$ cat config.mk
export PLATFORM = sky130hd
export DESIGN_NAME = sync_serial_unit
export DESIGN_NICKNAME = d
export VERILOG_FILES = /design/src/rtl/ssu_pkg.sv /design/src/rtl/ssu_sync.sv /design/src/rtl/ssu_clkgen.sv /design/src/rtl/ssu_shift.sv /design/src/rtl/ssu_ctrl.sv /design/src/rtl/ssu_pins.sv /design/src/rtl/sync_serial_unit.sv
export SDC_FILE = /design/constraint.sdc
export NUM_CORES = 1
export LEC_CHECK = 0
export CAP_MARGIN = 20
export CELL_PAD_IN_SITES_DETAIL_PLACEMENT = 1
export CELL_PAD_IN_SITES_GLOBAL_PLACEMENT = 2
export CORE_ASPECT_RATIO = 1.2
export CORE_MARGIN = 10
export CORE_UTILIZATION = 32
export DETAILED_ROUTE_END_ITERATION = 16
export PLACE_DENSITY_LB_ADDON = 0.1
export SYNTH_ARGS = -nofsm -noshare
export SYNTH_HDL_FRONTEND = slang
export SYNTH_SLANG_ARGS = --single-unit
$ cat constraint.sdc
create_clock -name clk_i -period 1.59 [get_ports clk_i]
set_input_delay 0.3975 -clock clk_i [delete_from_list [all_inputs] [get_ports clk_i]]
set_output_delay 0.3975 -clock clk_i [all_outputs]
set_load 0.01 [all_outputs]
$ cat src/rtl/ssu_pkg.sv
package ssu_pkg;
  typedef enum logic {
    WAIT_FALL = 1'b0,
    WAIT_RISE = 1'b1
  } ssu_phase_e;

  typedef enum logic [1:0] {
    PIN_NONE = 2'd0,
    PIN_A    = 2'd1,
    PIN_B    = 2'd2
  } ssu_pin_e;
endpackage

$ cat src/rtl/ssu_sync.sv
module ssu_sync #(
  parameter int W      = 1,
  parameter int STAGES = 2
) (
  input  logic         clk_i,
  input  logic         rst_ni,
  input  logic [W-1:0] d_i,
  output logic [W-1:0] q_o
);
  logic [STAGES-1:0][W-1:0] st_q;

  // all synchronized lines idle high
  always_ff @(posedge clk_i or negedge rst_ni) begin
    if (!rst_ni) begin
      st_q <= '1;
    end else begin
      st_q[0] <= d_i;
      for (int i = 1; i < STAGES; i++) st_q[i] <= st_q[i-1];
    end
  end

  assign q_o = st_q[STAGES-1];
endmodule

$ cat src/rtl/ssu_clkgen.sv
module ssu_clkgen #(
  parameter int DIV_W = 8
) (
  input  logic             clk_i,
  input  logic             rst_ni,
  input  logic             run_i,
  input  logic             int_clk_i,
  input  logic [DIV_W-1:0] div_i,
  input  logic             ext_s_i,
  output logic             sclk_o,
  output logic             fall_o,
  output logic             rise_o
);
  logic [DIV_W-1:0] cnt_q;
  logic             sclk_q;
  logic             ext_prev_q;
  logic             tick;

  assign tick = run_i && int_clk_i && (cnt_q == div_i);

  always_ff @(posedge clk_i or negedge rst_ni) begin
    if (!rst_ni) begin
      cnt_q  <= '0;
      sclk_q <= 1'b1;
    end else if (!run_i || !int_clk_i) begin
      cnt_q  <= '0;
      sclk_q <= 1'b1;
    end else if (tick) begin
      cnt_q  <= '0;
      sclk_q <= ~sclk_q;
    end else begin
      cnt_q <= cnt_q + 1'b1;
    end
  end

  always_ff @(posedge clk_i or negedge rst_ni) begin
    if (!rst_ni) ext_prev_q <= 1'b1;
    else         ext_prev_q <= ext_s_i;
  end

  assign sclk_o = sclk_q;
  assign fall_o = int_clk_i ? (tick && sclk_q)  : (ext_prev_q && !ext_s_i);
  assign rise_o = int_clk_i ? (tick && !sclk_q) : (!ext_prev_q && ext_s_i);
endmodule

$ cat src/rtl/ssu_shift.sv
module ssu_shift
  import ssu_pkg::*;
#(
  parameter int DATA_W = 8
) (
  input  logic              clk_i,
  input  logic              rst_ni,
  input  logic              start_i,
  input  logic [DATA_W-1:0] tx_byte_i,
  input  logic              fall_i,
  input  logic              rise_i,
  input  logic              rxd_i,
  output logic              busy_o,
  output logic              txd_o,
  output logic              done_o,
  output logic [DATA_W-1:0] rx_byte_o
);
  localparam int CNT_W = (DATA_W > 1) ? $clog2(DATA_W) : 1;
  localparam logic [CNT_W-1:0] LAST = CNT_W'(DATA_W - 1);

  ssu_phase_e        ph_q;
  logic [CNT_W-1:0]  cnt_q;
  logic [DATA_W-1:0] tx_sh_q;
  logic [DATA_W-1:0] rx_sh_q;

  always_ff @(posedge clk_i or negedge rst_ni) begin
    if (!rst_ni) begin
      busy_o  <= 1'b0;
      txd_o   <= 1'b1;
      done_o  <= 1'b0;
      ph_q    <= WAIT_FALL;
      cnt_q   <= '0;
      tx_sh_q <= '0;
      rx_sh_q <= '0;
    end else begin
      done_o <= 1'b0;
      if (start_i && !busy_o) begin
        busy_o  <= 1'b1;
        tx_sh_q <= tx_byte_i;
        cnt_q   <= '0;
        ph_q    <= WAIT_FALL;
      end else if (busy_o) begin
        if (ph_q == WAIT_FALL && fall_i) begin
          txd_o   <= tx_sh_q[0];
          tx_sh_q <= tx_sh_q >> 1;
          ph_q    <= WAIT_RISE;
        end else if (ph_q == WAIT_RISE && rise_i) begin
          rx_sh_q <= {rxd_i, rx_sh_q[DATA_W-1:1]};
          ph_q    <= WAIT_FALL;
          if (cnt_q == LAST) begin
            busy_o <= 1'b0;
            done_o <= 1'b1;
            txd_o  <= 1'b1;
          end else begin
            cnt_q <= cnt_q + 1'b1;
          end
        end
      end
    end
  end

  assign rx_byte_o = rx_sh_q;
endmodule

$ cat src/rtl/ssu_ctrl.sv
module ssu_ctrl #(
  parameter int DATA_W = 8
) (
  input  logic              clk_i,
  input  logic              rst_ni,
  input  logic              tx_wr_i,
  input  logic [DATA_W-1:0] tx_data_i,
  input  logic              rx_rd_i,
  input  logic              inv_i,
  input  logic              cont_rx_i,
  input  logic              hs_act_i,
  input  logic              cts_s_i,
  input  logic              busy_i,
  input  logic              done_i,
  input  logic [DATA_W-1:0] rx_byte_i,
  output logic              start_o,
  output logic [DATA_W-1:0] tx_byte_o,
  output logic [DATA_W-1:0] rx_data_o,
  output logic              rx_done_o,
  output logic              overrun_o,
  output logic              rts_no
);
  logic [DATA_W-1:0] tx_buf_q, rx_buf_q;
  logic              tx_full_q, arm_q, rx_full_q, ovr_q;

  // flow control holds the start while CTS is deasserted
  assign start_o   = arm_q && !busy_i && !(hs_act_i && cts_s_i);
  assign tx_byte_o = tx_full_q ? tx_buf_q : '1;

  always_ff @(posedge clk_i or negedge rst_ni) begin
    if (!rst_ni) begin
      tx_buf_q  <= '0;
      tx_full_q <= 1'b0;
      arm_q     <= 1'b0;
    end else begin
      if (start_o) begin
        arm_q     <= 1'b0;
        tx_full_q <= 1'b0;
      end
      if (tx_wr_i) begin
        tx_buf_q  <= inv_i ? ~tx_data_i : tx_data_i;
        tx_full_q <= 1'b1;
        arm_q     <= 1'b1;
      end else if (rx_rd_i && cont_rx_i) begin
        arm_q <= 1'b1;
      end
    end
  end

  always_ff @(posedge clk_i or negedge rst_ni) begin
    if (!rst_ni) begin
      rx_buf_q  <= '0;
      rx_full_q <= 1'b0;
      ovr_q     <= 1'b0;
    end else begin
      if (rx_rd_i) begin
        rx_full_q <= 1'b0;
        ovr_q     <= 1'b0;
      end
      if (done_i) begin
        if (rx_full_q && !rx_rd_i) begin
          ovr_q <= 1'b1;
        end else begin
          rx_buf_q  <= rx_byte_i;
          rx_full_q <= 1'b1;
        end
      end
    end
  end

  assign rx_data_o = inv_i ? ~rx_buf_q : rx_buf_q;
  assign rx_done_o = rx_full_q;
  assign overrun_o = ovr_q;
  assign rts_no    = !(hs_act_i && (arm_q || busy_i));
endmodule

$ cat src/rtl/ssu_pins.sv
module ssu_pins
  import ssu_pkg::*;
(
  input  logic int_clk_i,
  input  logic dual_i,
  input  logic sel_i,
  input  logic sclk_i,
  output logic sclk_a_o,
  output logic sclk_b_o
);
  ssu_pin_e route;

  always_comb begin
    route = PIN_NONE;
    if (int_clk_i) route = (dual_i && sel_i) ? PIN_B : PIN_A;
  end

  always_comb begin
    sclk_a_o = 1'b1;
    sclk_b_o = 1'b1;
    case (route)
      PIN_A:   sclk_a_o = sclk_i;
      PIN_B:   sclk_b_o = sclk_i;
      default: ;
    endcase
  end
endmodule

$ cat src/rtl/sync_serial_unit.sv
module sync_serial_unit #(
  parameter int DATA_W      = 8,
  parameter int DIV_W       = 8,
  parameter int SYNC_STAGES = 2
) (
  input  logic              clk_i,
  input  logic              rst_ni,
  input  logic              tx_wr_i,
  input  logic [DATA_W-1:0] tx_data_i,
  input  logic              rx_rd_i,
  output logic [DATA_W-1:0] rx_data_o,
  output logic              rx_done_o,
  output logic              overrun_o,
  input  logic              int_clk_i,
  input  logic [DIV_W-1:0]  div_i,
  input  logic              cont_rx_i,
  input  logic              inv_i,
  input  logic              dual_clk_i,
  input  logic              clk_sel_i,
  input  logic              hs_en_i,
  input  logic              ext_clk_i,
  output logic              sclk_a_o,
  output logic              sclk_b_o,
  output logic              txd_o,
  input  logic              rxd_i,
  input  logic              cts_ni,
  output logic              rts_no
);
  localparam int SYNC_W = 3;

  logic [SYNC_W-1:0] sync_d, sync_q;
  logic              ext_s, rxd_s, cts_s;
  logic              hs_act;
  logic              start, busy, done_p, fall_p, rise_p, sclk_int;
  logic [DATA_W-1:0] tx_byte, rx_byte;

  assign sync_d = {cts_ni, rxd_i, ext_clk_i};
  assign {cts_s, rxd_s, ext_s} = sync_q;
  // dual-pin clock routing disables flow control
  assign hs_act = hs_en_i && !dual_clk_i;

  ssu_sync #(.W(SYNC_W), .STAGES(SYNC_STAGES)) u_sync (
    .clk_i (clk_i),
    .rst_ni(rst_ni),
    .d_i   (sync_d),
    .q_o   (sync_q)
  );

  ssu_clkgen #(.DIV_W(DIV_W)) u_clkgen (
    .clk_i    (clk_i),
    .rst_ni   (rst_ni),
    .run_i    (busy),
    .int_clk_i(int_clk_i),
    .div_i    (div_i),
    .ext_s_i  (ext_s),
    .sclk_o   (sclk_int),
    .fall_o   (fall_p),
    .rise_o   (rise_p)
  );

  ssu_shift #(.DATA_W(DATA_W)) u_shift (
    .clk_i    (clk_i),
    .rst_ni   (rst_ni),
    .start_i  (start),
    .tx_byte_i(tx_byte),
    .fall_i   (fall_p),
    .rise_i   (rise_p),
    .rxd_i    (rxd_s),
    .busy_o   (busy),
    .txd_o    (txd_o),
    .done_o   (done_p),
    .rx_byte_o(rx_byte)
  );

  ssu_ctrl #(.DATA_W(DATA_W)) u_ctrl (
    .clk_i    (clk_i),
    .rst_ni   (rst_ni),
    .tx_wr_i  (tx_wr_i),
    .tx_data_i(tx_data_i),
    .rx_rd_i  (rx_rd_i),
    .inv_i    (inv_i),
    .cont_rx_i(cont_rx_i),
    .hs_act_i (hs_act),
    .cts_s_i  (cts_s),
    .busy_i   (busy),
    .done_i   (done_p),
    .rx_byte_i(rx_byte),
    .start_o  (start),
    .tx_byte_o(tx_byte),
    .rx_data_o(rx_data_o),
    .rx_done_o(rx_done_o),
    .overrun_o(overrun_o),
    .rts_no   (rts_no)
  );

  ssu_pins u_pins (
    .int_clk_i(int_clk_i),
    .dual_i   (dual_clk_i),
    .sel_i    (clk_sel_i),
    .sclk_i   (sclk_int),
    .sclk_a_o (sclk_a_o),
    .sclk_b_o (sclk_b_o)
  );
endmodule

After elaboration in Yosys (flattened, before gate mapping)
Index checks and enable logic that the tools add are counted.
W data, S select, Z words.
{ "word_totals": {"reg_bits": 59, "out_inout_bits": 14, "wordCells": 124} }
{ "classes": {"add_sub_neg": 2, "eq_ne": 6, "muxes": 48, "n_bitwise": 7, "n_reduce_logical": 43} }
{ "ops": {"columns": ["cell", "count"], "rows": [
  ["$mux W8", 8],
  ["$mux W1", 33],
  ["$logic_and A1 B1 Y1", 17],
  ["$not A8 Y8", 2],
  ["$mux W3", 5],
  ["$reduce_bool A2 Y1", 7],
  ["$reduce_and A4 Y1", 3],
  ["$logic_not A1 Y1", 9],
  ["$add A8 B1 Y8 const B", 1],
  ["$eq A8 B8 Y1", 1],
  ["$reduce_and A2 Y1", 3],
  ["$reduce_bool A3 Y1", 2],
  ["$not A1 Y1", 5],
  ["$mux W2", 2],
  ["$ne A2 B1 Y1 const B", 2],
  ["$add A3 B1 Y3 const B", 1],
  ["$eq A3 B3 Y1 const B", 1],
  ["$eq A2 B1 Y1 const B", 1],
  ["$eq A2 B2 Y1 const B", 1],
  ["$logic_or A1 B1 Y1", 2]
]} }

Logic depth before layout (Yosys ltp)
{ "depth": {"ltp_word": 9, "mapped_depth": 7, "mapped_depth_nobuf": 7} }

Hierarchy
A second synthesis with hierarchy kept.
{ "hier_totals": {"cells_unflattened": 252, "area_unflattened_um2": 2765.2} }
{ "by_module_without_submodules": {"columns": ["module", "instances", "cells_per_inst", "area_each_um2", "seq_area_each_um2"], "rows": [
  ["ssu_ctrl", 1, 83, 1006.0, 500.5],
  ["ssu_shift", 1, 101, 991.0, 576.8],
  ["ssu_clkgen", 1, 54, 543.0, 252.7],
  ["ssu_sync", 1, 9, 180.2, 157.7],
  ["ssu_pins", 1, 4, 31.3, 0.0],
  ["sync_serial_unit", 1, 1, 13.8, 0.0]
]} }

Worst setup path before layout
No wires, ideal clock.
{ "synth_path": {"kind": "flip-flop to flip-flop", "from": "register u_clkgen.cnt_q[2]", "to": "register u_shift.rx_sh_q[0] (netlist: u_shift.rx_byte_o[0])", "setup_time_ns": 0.125, "t_arrival_ns": 1.643, "path_slack_ns": -0.178, "path_stages_with_launch": 7, "n_path_buf": 1, "period_less_slack_ns": 1.768, "path_cell_list": "dfrtp_1 -> xnor2_1 -> nand4_2 -> nor4_1 -> or2_1 -> buf_6 -> mux2_4"} }
{ "synth_between": {"elab_chain_len": 7, "word_cells_on_any_way": 10} }
{ "synth_lines": {"columns": ["item", "line", "text"], "rows": [
  ["from (decl)", "ssu_clkgen.sv:14", "logic [DIV_W-1:0] cnt_q;"],
  ["from (signal assigned)", "ssu_clkgen.sv:32", "cnt_q <= cnt_q + 1'b1;"],
  ["$eq A8 B8 Y1 *", "ssu_clkgen.sv:19", "assign tick = run_i && int_clk_i && (cnt_q == div_i);"],
  ["$logic_and A1 B1 Y1 *", "ssu_clkgen.sv:19", null],
  ["$logic_and A1 B1 Y1", "ssu_clkgen.sv:42", "assign fall_o = int_clk_i ? (tick && sclk_q) : (ext_prev_q && !ext_s_i);"],
  ["$mux W1", "ssu_clkgen.sv:42", null],
  ["$logic_and A1 B1 Y1", "ssu_shift.sv:43", "if (ph_q == WAIT_FALL && fall_i) begin"],
  ["$not A1 Y1 (no line)", null, null],
  ["$reduce_and A4 Y1 (no line) *", null, null],
  ["to (signal assigned)", "ssu_shift.sv:48", "rx_sh_q <= {rxd_i, rx_sh_q[DATA_W-1:1]};"],
  ["to (decl)", "ssu_shift.sv:24", "logic [DATA_W-1:0] rx_sh_q;"]
]} }
Every way passes the cells marked *; elsewhere a longest branch is shown, timed or not.
A chain may end at the register's enable or synchronous reset.

Final worst setup path
{ "layout_path": {"from": "input port div_i[1]", "to": "register u_shift.tx_sh_q[2]"} }
{ "layout_between": {"elab_chain_len": 7} }
{ "layout_lines": {"columns": ["item", "line", "text"], "rows": [
  ["from (decl)", "sync_serial_unit.sv:15", "input logic [DIV_W-1:0] div_i,"],
  ["$eq A8 B8 Y1", "ssu_clkgen.sv:19", null],
  ["$logic_and A1 B1 Y1", "ssu_clkgen.sv:19", null],
  ["$logic_and A1 B1 Y1", "ssu_clkgen.sv:42", null],
  ["$mux W1", "ssu_clkgen.sv:42", null],
  ["$logic_and A1 B1 Y1", "ssu_shift.sv:43", null],
  ["$reduce_bool A2 Y1 (no line)", null, null],
  ["$reduce_and A2 Y1 (no line)", null, null],
  ["to (signal assigned)", "ssu_shift.sv:39", "tx_sh_q <= tx_byte_i;"],
  ["to (signal assigned)", "ssu_shift.sv:45", "tx_sh_q <= tx_sh_q >> 1;"],
  ["to (decl)", "ssu_shift.sv:23", "logic [DATA_W-1:0] tx_sh_q;"]
]} }
Every way passes these cells.

==> Implementation_results.wiki <==
{| class="wikitable"
! Metric !! Value
|-
| Pwr per Cell Area || a little over 1000 mW/mm^2
|-
| Final instance count without filler cells || approximately 440
|-
| Endpoint class of the critical path || flip-flop
|-
| Net count reported at finish || 349
|-
| Via count of the first global-routing pass || 2,199
|-
| Post-synthesis area per instance || roughly 12 um^2
|-
| Synth Register Bits || 59
|-
| Worst VDD drop || about 0.00039 V
|-
| Distinct cells, synth || 42
|-
| Initial antenna violation count || 0
|-
| Sinks on Clock Net || 59
|-
| GR peak layer || met2
|-
| Clock latency on the worst-skew pair || around 0.33 ns
|-
| Switch share || 0.256
|-
| Run status || finished, violations left
|-
| Final period demand of the worst path || about 1.8 ns
|-
| Internal || ~3100 uW
|-
| Final std cell area, no fill || 0.00407 mm^2
|-
| WP data required || around 1.8 ns
|-
| Slew Limit Fails || 0
|-
| Number of flops mapped to enable cells by yosys || 0
|-
| Worst-path clk slew || approximately 0.07 ns
|-
| Vias || roughly 2,000
|-
| Leakage power || ~0.0018 uW
|-
| Slew margin rel. || 0.778
|-
| Post-route setup TNS || -4.23 ns
|-
| Relative area change from synthesis to final layout || 49.1%
|-
| Area enclosed by the die boundary || roughly 0.013 mm^2
|-
| Reg2reg start || u_clkgen.cnt_q[6]
|-
| Wire length of the first global-routing pass || around 11,000 um
|-
| Most common flop cell mapped by yosys || sky130_fd_sc_hd__dfrtp_1
|-
| Combinational cell fraction of total power || 0.194
|-
| Number of detailed-route iterations in the first pass || 4
|-
| Fin worst setup slack || -0.254 ns
|-
| Core area || 0.00824 mm^2
|-
| Failing checks || negative setup slack
|-
| Worst hold-check slack || between 0.05 and 0.06 ns
|-
| Setup slack, reg-to-reg || -0.22 ns
|-
| TritonCTS clock tree || done
|-
| Worst reg2reg path depth || 6
|-
| Final period utilization || 1.16
|-
| Final setup violating endpoints || 21
|-
| Die Width || around 100 um
|-
| Final global-route overflow total || 0
|-
| Share of synthesized area occupied by flip-flops and latches || 0.545
|-
| Global-route track usage on met2 || 0.181
|-
| Detailed-route DRC error count || 0
|-
| Worst min-delay path category || in2async
|-
| Pin count of the biggest net entering global routing || 60
|-
| Number of instances in the synthesized netlist || ~230
|-
| Net Switching || 1070 uW
|-
| Number of violations reported at the end of detailed-routing iteration 0 || just under 50
|-
| IO Port Bufs || 42
|-
| Reg-to-reg critical path endpoint || u_shift.rx_byte_o[4]
|-
| MaxCap Viol Count || 0
|-
| Clock root buffer || sky130_fd_sc_hd__clkbuf_8
|-
| Fmax || around 0.54 GHz
|-
| Average vias per placed instance || ~4.7
|-
| Total routed wirelength || just under 7000 um
|-
| Clock buffers created by TritonCTS || 9
|-
| Most frequent cell after synthesis || sky130_fd_sc_hd__dfrtp_1
|-
| Met3 capacity usage during global routing || 0.0223
|-
| Count of pins on the block boundary || 43
|-
| Critical path class || in2reg
|-
| Yosys top cell by area || sky130_fd_sc_hd__dfrtp_1
|-
| Met1 routing resource usage after global routing || 0.133
|-
| # H-tree levels || 3
|-
| Antenna cell count || 0
|-
| Proportion of layout cells with a drive suffix above 1 || 0.422
|-
| Largest fanout on the critical path || 5
|-
| Row Count || 36
|-
| Routed wire per std cell || roughly 15 um
|-
| Vertical die dimension || approximately 120 um
|-
| RSZ-0062 raised after global routing || true
|-
| Clock share of power || 0.353
|-
| Net count after synthesis || 261
|-
| Fin Clk Skew || around 0.0093 ns
|-
| Max clock buf depth || 2
|-
| Category of the worst setup path launch point || primary input
|-
| Placer's final routability congestion estimate || between 0.6 and 0.7
|-
| Remaining antenna violation count || 0
|-
| Effective utilization at floorplan || 0.331
|-
| Share of Yosys cell area claimed by the top area cell type || 0.458
|-
| Most used standard cells in the synthesized netlist || sky130_fd_sc_hd__dfrtp_1 (50), sky130_fd_sc_hd__nor2_1 (21), sky130_fd_sc_hd__xnor2_1 (17)
|-
| GRT Overall Usage || 0.110
|-
| Mapped cell area || about 0.0027 mm^2
|-
| Ys Warns || 0
|-
| Pin slew with the least headroom to its limit || between 0.3 and 0.4 ns
|-
| Proportion of register bits with asynchronous set or reset after synthesis || 1.00
|-
| Final total power || 4170 uW
|-
| Top area cells in the synthesized netlist || sky130_fd_sc_hd__dfrtp_1 (46%), sky130_fd_sc_hd__dfstp_2 (8.7%), sky130_fd_sc_hd__xnor2_1 (5.5%)
|-
| Final hold violation count || 0
|-
| Proportion of power drawn by flip-flops and latches || 0.453
|-
| Number of instances in the placed design || about 410
|-
| Cell area after placement || 0.00356 mm^2
|-
| Detailed placer's ending HPWL || about 4800 um
|-
| Data arrival time of the critical path || around 2 ns
|}
## power by group through the flow
stage / logic [uW] / registers, uW / clock network, uW
floorplan: 393 / 1870 / 0
global placement: 691 / 1900 / 0
detailed placement: 707 / 1910 / 0
CTS: 754 / 1880 / 1510
global route: 895 / 1910 / 1590
finish: 809 / 1890 / 1470
## kinds of logic after synthesis
kind of cell | Yosys count | synth area share
and+or+nand+nor | 67 | 0.136
muxes | 16 | 0.0770
AOI/OAI and AO/OA | 39 | 0.0981
adders and majority gates | 3 | 0.0138
DFF | 59 | 0.545
buffers and inverters | 14 | 0.0252
xor gates and xnor gates | 31 | 0.105
## registers in the layout, indices dropped and copies added (netlist names), 3 cells and up
name and cells:
u_shift.cnt_q 3, u_shift.rx_byte_o 8, u_sync.q_o 3, u_clkgen.cnt_q 8, u_sync.st_q 3, u_shift.tx_sh_q 8
u_ctrl.tx_buf_q 8, u_ctrl.rx_buf_q 8
## critical path, cell delays in order
cell	delay, ns
sky130_fd_sc_hd__clkdlybuf4s50_1	0.44
sky130_fd_sc_hd__xnor2_2	0.17
sky130_fd_sc_hd__nand4_4	0.13
sky130_fd_sc_hd__nor4_4	0.06
sky130_fd_sc_hd__buf_4	0.15
sky130_fd_sc_hd__or2_4	0.24
sky130_fd_sc_hd__buf_6	0.13
sky130_fd_sc_hd__a221o_1	0.34
## worst max path at each step
stage | from | cells past startpoint | slack (ns) | to
2_1_floorplan | u_clkgen.cnt_q[0] | 6 | -0.09 | u_shift.rx_byte_o[0]
3_3_place_gp | div_i[7] | 7 | -0.65 | u_shift.rx_byte_o[3]
3_5_place_dp | div_i[3] | 7 | -0.69 | u_shift.rx_byte_o[4]
4_1_cts | u_clkgen.cnt_q[7] | 6 | -0.25 | u_shift.rx_byte_o[0]
5_1_grt | u_clkgen.cnt_q[0] | 6 | -0.34 | u_shift.rx_byte_o[4]
6_report | div_i[1] | 8 | -0.25 | u_shift.tx_sh_q[2]
## repair_timing
item	in CTS	in global routing
resized for setup	73	27
cloned	2	0
hold buffers	0	0
pin swaps	14	7
endpoints found under the setup margin	36	35
buffers inserted	9	3
## area by class of cell
cell class | instances | area, um^2
clock buffer | 11 | 131
inverter | 5 | 18.8
sequential | 59 | 1490
fill | 899 | 4170
tap | 114 | 143
timing repair buffer | 86 | 828
clock inverter | 5 | 77.6
multi-input combinational | 156 | 1380
## metrics by stage
| stage | util | setup WS [ns] |
|---|---|---|
| floorplan | - | -0.0909 |
| global placement | 0.432 | -0.647 |
| detailed placement | 0.432 | -0.689 |
| CTS | 0.479 | -0.251 |
| global route | 0.494 | -0.339 |
| finish | 0.494 | -0.254 |
## per-layer routing
metal | part of all wire | vias up
li1 | - | 970
met1 | 0.45 | 1024
met2 | 0.51 | 34
met3 | 0.026 | 10
met4 | 0.018 | 0
met5 | 0 | -
## cells in the final DEF (no fill, tap or decap), types with 6 or more instances in the layout
master / Yosys / final
sky130_fd_sc_hd__a21oi_1: 13 / 12
sky130_fd_sc_hd__a221o_1: 8 / 8
sky130_fd_sc_hd__buf_2: 1 / 7
sky130_fd_sc_hd__buf_4: 0 / 33
sky130_fd_sc_hd__buf_6: 2 / 6
sky130_fd_sc_hd__clkbuf_8: 0 / 9
sky130_fd_sc_hd__clkdlybuf4s50_1: 0 / 19
sky130_fd_sc_hd__dfrtp_1: 50 / 49
sky130_fd_sc_hd__dfstp_2: 9 / 9
sky130_fd_sc_hd__dlygate4sd2_1: 0 / 9
sky130_fd_sc_hd__mux2_2: 8 / 8
sky130_fd_sc_hd__mux2_4: 8 / 8
sky130_fd_sc_hd__nand3_1: 9 / 7
sky130_fd_sc_hd__nor2_1: 21 / 20
sky130_fd_sc_hd__o21a_1: 7 / 7
sky130_fd_sc_hd__xnor2_1: 17 / 11
sky130_fd_sc_hd__xnor2_2: 2 / 8
sky130_fd_sc_hd__xor2_1: 12 / 11
Note: power is estimated with default switching activity, not from simulation.
